==> src/rtl/scaler_pkg.sv <==
package scaler_pkg;

    localparam int DEF_CNT_W = 24;
    localparam int DEF_N_CH  = 8;

    // Per-clock command to one counter: clear wins over increment.
    typedef struct packed {
        logic clr;
        logic inc;
    } cnt_ctrl_t;

    function automatic cnt_ctrl_t make_ctrl(input logic clr, input logic inc);
        cnt_ctrl_t c;
        c.clr = clr;
        c.inc = inc & ~clr;
        return c;
    endfunction

endpackage

==> src/rtl/scaler_edge.sv <==
module scaler_edge #(
    parameter int N_CH = 8
) (
    input  logic            clk,
    input  logic            rst,
    input  logic [N_CH-1:0] lvl,
    output logic [N_CH-1:0] rise
);

    logic [N_CH-1:0] lvl_q;

    always_ff @(posedge clk) begin
        if (rst) lvl_q <= '0;
        else     lvl_q <= lvl;
    end

    assign rise = lvl & ~lvl_q;

    // A held level yields a single rise pulse, never two in a row.
    assert_one_rise_R2: assert property (@(posedge clk) disable iff (rst)
        !$past(rst) |-> ((rise & $past(rise)) == '0));

endmodule

==> src/rtl/scaler_counter.sv <==
module scaler_counter
    import scaler_pkg::*;
#(
    parameter int W         = 24,
    parameter bit REDUNDANT = 1'b0
) (
    input  logic      clk,
    input  logic      rst,
    input  cnt_ctrl_t ctrl,
    output logic [W-1:0] value
);

    localparam logic [W-1:0] CEIL   = '1;
    localparam int           COPIES = REDUNDANT ? 3 : 1;

    logic [W-1:0] copy_q [COPIES];
    logic [W-1:0] cur;
    logic [W-1:0] nxt;

    generate
        if (REDUNDANT) begin : g_vote
            assign cur = (copy_q[0] & copy_q[1]) | (copy_q[0] & copy_q[2]) |
                         (copy_q[1] & copy_q[2]);
        end else begin : g_single
            assign cur = copy_q[0];
        end
    endgenerate

    always_comb begin
        if (ctrl.clr)                     nxt = '0;
        else if (ctrl.inc && cur != CEIL) nxt = cur + 1'b1;
        else                              nxt = cur;
    end

    // Every copy reloads from the voted value, so a lone upset copy heals.
    for (genvar i = 0; i < COPIES; i++) begin : g_copy
        always_ff @(posedge clk) begin
            if (rst) copy_q[i] <= '0;
            else     copy_q[i] <= nxt;
        end
    end

    assign value = cur;

    assert_step_R4: assert property (@(posedge clk) disable iff (rst)
        (!$past(rst) && !$past(ctrl.clr)) |->
        (value == $past(value) || value == $past(value) + 1'b1));

    assert_ceiling_hold_R10: assert property (@(posedge clk) disable iff (rst)
        (!$past(rst) && !$past(ctrl.clr) && $past(value) == CEIL) |-> value == CEIL);

endmodule

==> src/rtl/rate_scaler_bank.sv <==
module rate_scaler_bank
    import scaler_pkg::*;
#(
    parameter int CNT_W = DEF_CNT_W,
    parameter int N_CH  = DEF_N_CH,
    localparam int SEL_W = $clog2(N_CH)
) (
    input  logic             clk,
    input  logic             rst,
    input  logic [N_CH-1:0]  hit_in,
    input  logic [SEL_W-1:0] chan_sel,
    input  logic             test_en,
    input  logic             run,
    input  logic             host_clr,
    input  logic [SEL_W-1:0] rd_addr,
    output logic [CNT_W-1:0] rd_data
);

    logic [N_CH-1:0]  rise;
    logic [SEL_W-1:0] sel_q;
    logic             sel_moved;
    cnt_ctrl_t        main_ctrl;
    logic [CNT_W-1:0] cnt_bank [N_CH];

    scaler_edge #(.N_CH(N_CH)) u_edge (
        .clk  (clk),
        .rst  (rst),
        .lvl  (hit_in),
        .rise (rise)
    );

    always_ff @(posedge clk) begin
        if (rst) sel_q <= '0;
        else     sel_q <= chan_sel;
    end

    assign sel_moved = (chan_sel != sel_q);
    assign main_ctrl = make_ctrl(host_clr | sel_moved, run & rise[chan_sel]);

    scaler_counter #(.W(CNT_W), .REDUNDANT(1'b1)) u_main (
        .clk   (clk),
        .rst   (rst),
        .ctrl  (main_ctrl),
        .value (cnt_bank[0])
    );

    for (genvar k = 1; k < N_CH; k++) begin : g_test
        cnt_ctrl_t t_ctrl;
        assign t_ctrl = make_ctrl(host_clr | ~test_en, run & test_en & rise[k]);

        scaler_counter #(.W(CNT_W), .REDUNDANT(1'b0)) u_tcnt (
            .clk   (clk),
            .rst   (rst),
            .ctrl  (t_ctrl),
            .value (cnt_bank[k])
        );

        assert_test_idle_R6: assert property (@(posedge clk) disable iff (rst)
            !test_en |=> cnt_bank[k] == '0);
    end

    assign rd_data = cnt_bank[rd_addr];

    assert_sel_clear_R5: assert property (@(posedge clk) disable iff (rst)
        (chan_sel != sel_q) |=> cnt_bank[0] == '0);

    assert_host_clear_R8: assert property (@(posedge clk) disable iff (rst)
        host_clr |=> cnt_bank[0] == '0);

    assert_freeze_R9: assert property (@(posedge clk) disable iff (rst)
        (!run && !host_clr && chan_sel == sel_q) |=> $stable(cnt_bank[0]));

    always_comb begin
        if (!rst) assert_read_mux_R7: assert (rd_addr != '0 || rd_data == cnt_bank[0]);
    end

endmodule

==> config.mk <==
export PLATFORM = sky130hd
export DESIGN_NAME = rate_scaler_bank
export DESIGN_NICKNAME = d
export VERILOG_FILES = /design/src/rtl/scaler_pkg.sv /design/src/rtl/scaler_edge.sv /design/src/rtl/scaler_counter.sv /design/src/rtl/rate_scaler_bank.sv
export SDC_FILE = /design/constraint.sdc
export NUM_CORES = 1
export LEC_CHECK = 0
export ABC_AREA = 1
export BUFFER_PORTS_ARGS = -buffer_cell sky130_fd_sc_hd__clkbuf_2
export CAP_MARGIN = 20
export CORE_ASPECT_RATIO = 2
export CORE_MARGIN = 1
export CORE_UTILIZATION = 35
export DETAILED_ROUTE_END_ITERATION = 7
export SYNTH_ARGS = -nofsm -noshare
export SYNTH_HDL_FRONTEND = slang
export SYNTH_SLANG_ARGS = --single-unit
==> constraint.sdc <==
create_clock -name clk -period 2.3 [get_ports clk]
set_input_delay 0.46 -clock clk [delete_from_list [all_inputs] [get_ports clk]]
set_output_delay 0.46 -clock clk [all_outputs]
set_load 0.02 [all_outputs]
# After elaboration in Yosys (flattened, before gate mapping)
# Memories as Yosys holds them, arrays and structs flattened.
# Index checks and enable logic that the tools add are counted.
classes:
  n_mux: 41
  magnitude_cmp: 2
  n_eq_ne: 9
  n_reduce_logical: 15
  n_addsub: 8
  n_bitwise: 33
op_table:
  columns: ["cell", "n"]
  rows:
  - ["two-way mux 24 bit", 28]
  - ["adder 24 x 1 -> 24 bit, second input constant", 8]
  - ["inequality test 24 bit, second input constant", 8]
  - ["OR reduction 24 bit", 7]
  - ["AND 24 bit", 3]
  - ["binary-select mux 24 bit (select 3 bit)", 1]
  - ["bitwise OR 24 bit", 2]
  - ["AND 1 bit", 17]
  - ["two-way mux 1 bit", 11]
  - ["AND 8 bit", 1]
  - ["logical AND 1 bit", 8]
  - ["NOT 8 bit", 1]
  - ["bitwise OR 1 bit", 5]
  - [">= comparator 4 bit, second input constant", 1]
  - ["less-than comparator 3 x 4 -> 1 bit, second input constant", 1]
  - ["NOT 3 -> 4 bit", 1]
  - ["binary-select mux 1 bit (select 3 bit)", 1]
  - ["inequality test 3 bit", 1]
  - ["NOT 1 bit", 3]
word_totals:
  memories: 8
  ram_bits: 240
  inputBits: 19
  out_inout_bits: 24
  reg_bits: 11
mem_list:
  columns: ["memory", "words", "width", "rd", "rd_ports_with_merged_regs", "wr", "line_no", "rtl"]
  rows:
  - ["u_main.copy_q", 3, 24, 3, 0, 3, "scaler_counter.sv:16", "logic [W-1:0] copy_q [COPIES];"]
  - ["g_test[1].u_tcnt.copy_q", 1, 24, 1, 0, 1, "scaler_counter.sv:16", null]
  - ["g_test[2].u_tcnt.copy_q", 1, 24, 1, 0, 1, "scaler_counter.sv:16", null]
  - ["g_test[3].u_tcnt.copy_q", 1, 24, 1, 0, 1, "scaler_counter.sv:16", null]
  - ["g_test[4].u_tcnt.copy_q", 1, 24, 1, 0, 1, "scaler_counter.sv:16", null]
  - ["g_test[5].u_tcnt.copy_q", 1, 24, 1, 0, 1, "scaler_counter.sv:16", null]
  - ["2 more memories", null, null, null, null, null, null, null]

# Logic depth before layout (Yosys ltp)
logic_depth:
  depth_word: 10
  depth_mapped: 12
  ltp_nobuf: 12

# Hierarchy
# Synthesis repeated with hierarchy kept, for this count alone.
hier_totals:
  hier_cells: 2416
  hier_area_um2: 14243.7
modules_own_cells:
  columns: ["module", "n_inst", "area_each_um2", "cells_each"]
  rows:
  - ["scaler_counter (g_test[1].u_tcnt ...)", 7, 1481.4, 239]
  - ["rate_scaler_bank", 1, 2120.8, 479]
  - ["scaler_counter (u_main)", 1, 1471.4, 231]
  - ["scaler_edge", 1, 281.5, 33]

# Worst setup path after synthesis
# Ideal clock, no wire load.
synth_path:
  kind: "input to output"
  startpoint: "input rd_addr[0]"
  endpoint: "output rd_data[16]"
  path_stages: 8
  n_path_buf: 3
  setup_slack_ns: 0.179
  required_time_ns: 1.840
  arrival_time_ns: 1.661
  path_cell_list: "buf_2 > inv_1 > buf_2 > buf_2 > nor2_1 > o22ai_1 > nor2_1 > a31oi_1"
synth_via:
  elab_chain_cells: 4
synth_lines:
  columns: ["element", "line_no", "rtl"]
  rows:
  - ["from (decl)", "rate_scaler_bank.sv:15", "input logic [SEL_W-1:0] rd_addr,"]
  - ["NOT 3 -> 4 bit (not written as such)", "rate_scaler_bank.sv:62", "assign rd_data = cnt_bank[rd_addr];"]
  - ["binary-select mux 24 bit (select 3 bit)", "rate_scaler_bank.sv:62", null]
  - ["two-way mux 24 bit (not written as such) (2 in series)", "rate_scaler_bank.sv:62", null]
  - ["to (decl)", "rate_scaler_bank.sv:16", "output logic [CNT_W-1:0] rd_data"]
# Every way passes these cells. The select of a mux whose other input is x is not followed.

==> flow_summary.ini <==
[synthesis]
synth_flop_cell = dfxtp_1
synth_nets = 2332
ys_ff_latch = 203
syn_area_sq_um = 14000
postSynthAreaPerCell_sq_um = 6.09
ys_seq_area_share_pct = 29.0
synthCells = 2305
yosysWarningCount = 0
ys_async_sr_fraction_pct = 0
synthDistinctLibCells = 39
synth_edf_count = 0

[pwr]
share_comb_of_total_power_pct = 8.4
switchingPower_mw = 1.99
peakVddDrop_uv = 586
leakage_nw = 5.70
seq_power_share_pct = 45.5
pwr_density_cell_nw_per_um2 = 473
power_frac_clock_pct = 46.0
p_int_mw = 5.75
swShare_pct = 25.7

[outcome]
status = completed

[timing]
skew_ps = 11.9
fin_setup_tns_ps = 0
timing_hold_violations_final = 0
finalCritPeriodShare_pct = 99.3
setup_violations = 0
period_needed_ps = 2280
setup_ws_ps = 16.8
rsz0062_at_grt = true
slew_headroom_pct = 66.3
worst_slew_pin_slew_ps = 501
hold_slack_ps = 142
fmax_ghz = 0.438
maxSlewViolCount = 0

[route]
vias_per_cell = 5.21
drc = 0
final_antenna_net_count = 0
via_count = 15189
avgRoutedWirePerCell_microns = 18.4
first_pass_iters = 5
drt_iter0_drc = 959
drt_wl_total_microns = 53600

[die]
die_w_microns = 144
core_sq_um = 39400
rows = 103
start_util_pct = 35.6
io_pins = 43
die_area_sq_um = 40900
die_y_microns = 285

[clocking]
cts-root-buf = clkbuf_16
clock_latency_ps = 530
cts_tree = built
clk_path_buf_depth = 3
cts_buffers = 22
cts_sinks = 203
holdBufCountCts = 0
clk_pin_slew_ps = 60
cts_max_level = 1

[setup_path]
crit_slowest_cell = dfxtp_1
r2r_slack_ps = 260
reg2reg_from = g_test[6].u_tcnt.copy_q[0][0]$_SDFFE_PP0P_
r2r_cells = 10
reg2reg_to = g_test[6].u_tcnt.copy_q[0][0]$_SDFFE_PP0P_
arrival_ps = 1820
cp-end-kind = output pin
critPathMaxStageDelay_ps = 580
worst_ep_required_time_ps = 1840
path_depth = 3
worst-setup-path-type = reg2out
crit_chain = o21ai_0 -> a31oi_2 -> clkbuf_4
critical_path.top_delay_family = flip-flops
worstPathMaxFanout = 7
crit_buf_inv = 1
startpoint_type = flip-flop

[finish]
fin_nets = 2404
regArea_sq_um = 4150
final_cell_mix = nand2_1, nor2_1, a21oi_1, inv_1, dfxtp_1
nFillCells = 4379
layout_commonest_cell = nand2_1
antennaDiodeCount = 0
drive_above_1_share_pct = 16.0
syn_to_final_growth_pct = 16.7
multi_input_area_sq_um = 8720

[flow_run]
maxCapViolations = 0

[placement]
place_ws_ps = -28.4
portBuffers = 42
gp_congestion = 0.967
dp_hpwl_microns = 42900

[worst_hold_path]
hold_start = hit_in[0]
hp-class = in2reg
min_path_cells = 3
worstHoldEndpoint = u_edge.lvl_q[0]$_SDFF_PP0_

[global_routing]
antenna_found_initial = 0
grt.total_usage_pct = 26.4
first_global_vias = 14624
grt_overflow = 0
grt_start_max_net_pins = 55
grt_pass1_wl_microns = 81400
[how the worst max path moves through the flow]
stage / from / to
after CTS: rd_addr[0] / rd_data[12]
final: u_main.copy_q[2][18]$_SDFFE_PP0P_ / rd_data[18]
after floorplan: rd_addr[0] / rd_data[16]
after detailed placement: rd_addr[0] / rd_data[12]
after global routing: g_test[7].u_tcnt.copy_q[0][19]$_SDFFE_PP0P_ / rd_data[19]
after global placement: rd_addr[0] / rd_data[12]
[per-stage QoR]
step                instance area, sq um  power [mW]  cells  utilization (%)
global route                       16400        8.00   2916             41.5
detailed placement                 15300        4.21   2875             38.8
floorplan                          14000        3.97   2305                -
finish                             16400        7.75   2916             41.5
CTS                                16200        7.81   2914             41.0
global placement                   15300        4.20   2875             38.8
[worst reg2reg max path: cells and delay by family, from the launching register on]
| family | cells | cell delay [ps] |
|---|---|---|
| AO/OA/AOI/OAI | 2 | 250 |
| buffers and inverters | 2 | 310 |
| adder cells (fa/ha/maj) | 1 | 250 |
| AND/OR/NAND/NOR | 5 | 740 |
| flip-flops | 1 | 420 |
[per-layer routing]
layer	up-vias	part of all wire (%)	global-route usage, %
li1	7541	-	-
met1	6958	33	23.9
met2	458	52	49.0
met3	232	3.5	2.72
met4	0	12	26.2
met5	-	0	0
[final cells by class]
class / count / share of cell area [%]
clock inverter: 6 / 0.359
tap: 525 / 4.01
clock buffer: 32 / 3.84
timing repair buffer: 138 / 7.28
multi-input combinational: 1759 / 53.3
sequential: 203 / 25.4
inverter: 253 / 5.85
[power groups by stage]
stage / clock [mW] / sequential, mW / combinational, mW
6_report: 3.57 / 3.53 / 0.653
3_3_place_gp: 0 / 3.61 / 0.592
3_5_place_dp: 0 / 3.61 / 0.594
5_1_grt: 3.78 / 3.52 / 0.699
4_1_cts: 3.66 / 3.53 / 0.622
2_1_floorplan: 0 / 3.61 / 0.356
[what timing repair did]
item | CTS | global route
pin swaps | 3 | 12
endpoints found under the setup margin | 21 | 24
endpoints found under the hold margin | 0 | 0
setup buffers | 1 | 2
gates resized for setup | 82 | 104
[synth_stat cells, types with 18 or more instances]
library cell	number	area [sq um]
buf_6	18	203
nand4_1	34	213
nand3_1	115	576
inv_2	21	78.8
o21ai_0	116	581
a21oi_1	216	1080
a31oi_1	24	150
dfxtp_1	203	4060
nand2_1	710	2670
nor2_1	267	1000
xor2_1	82	718
clkbuf_1	43	161
nor3_1	60	300
inv_1	231	867
[kinds of logic (layout without fill, tap and decap cells)]
family                   count (synthesis)  after routing  synth area share, %
AO/OA/AOI/OAI                          391            391                 14.9
XOR/XNOR                                91             91                 5.68
adder cells (fa/ha/maj)                  8              8                0.713
buffers and inverters                  343            429                 10.4
flip-flops                             203            203                 29.0
AND/OR/NAND/NOR                       1269           1269                 39.3
[sequential cells by signal (all words and copies together), names as in the netlist]
register and cells:
u_main.copy_q 24, g_test.u_tcnt.copy_q 168, sel_q 3, u_edge.lvl_q 8
No activity file was read; power rests on OpenSTA's default activity.
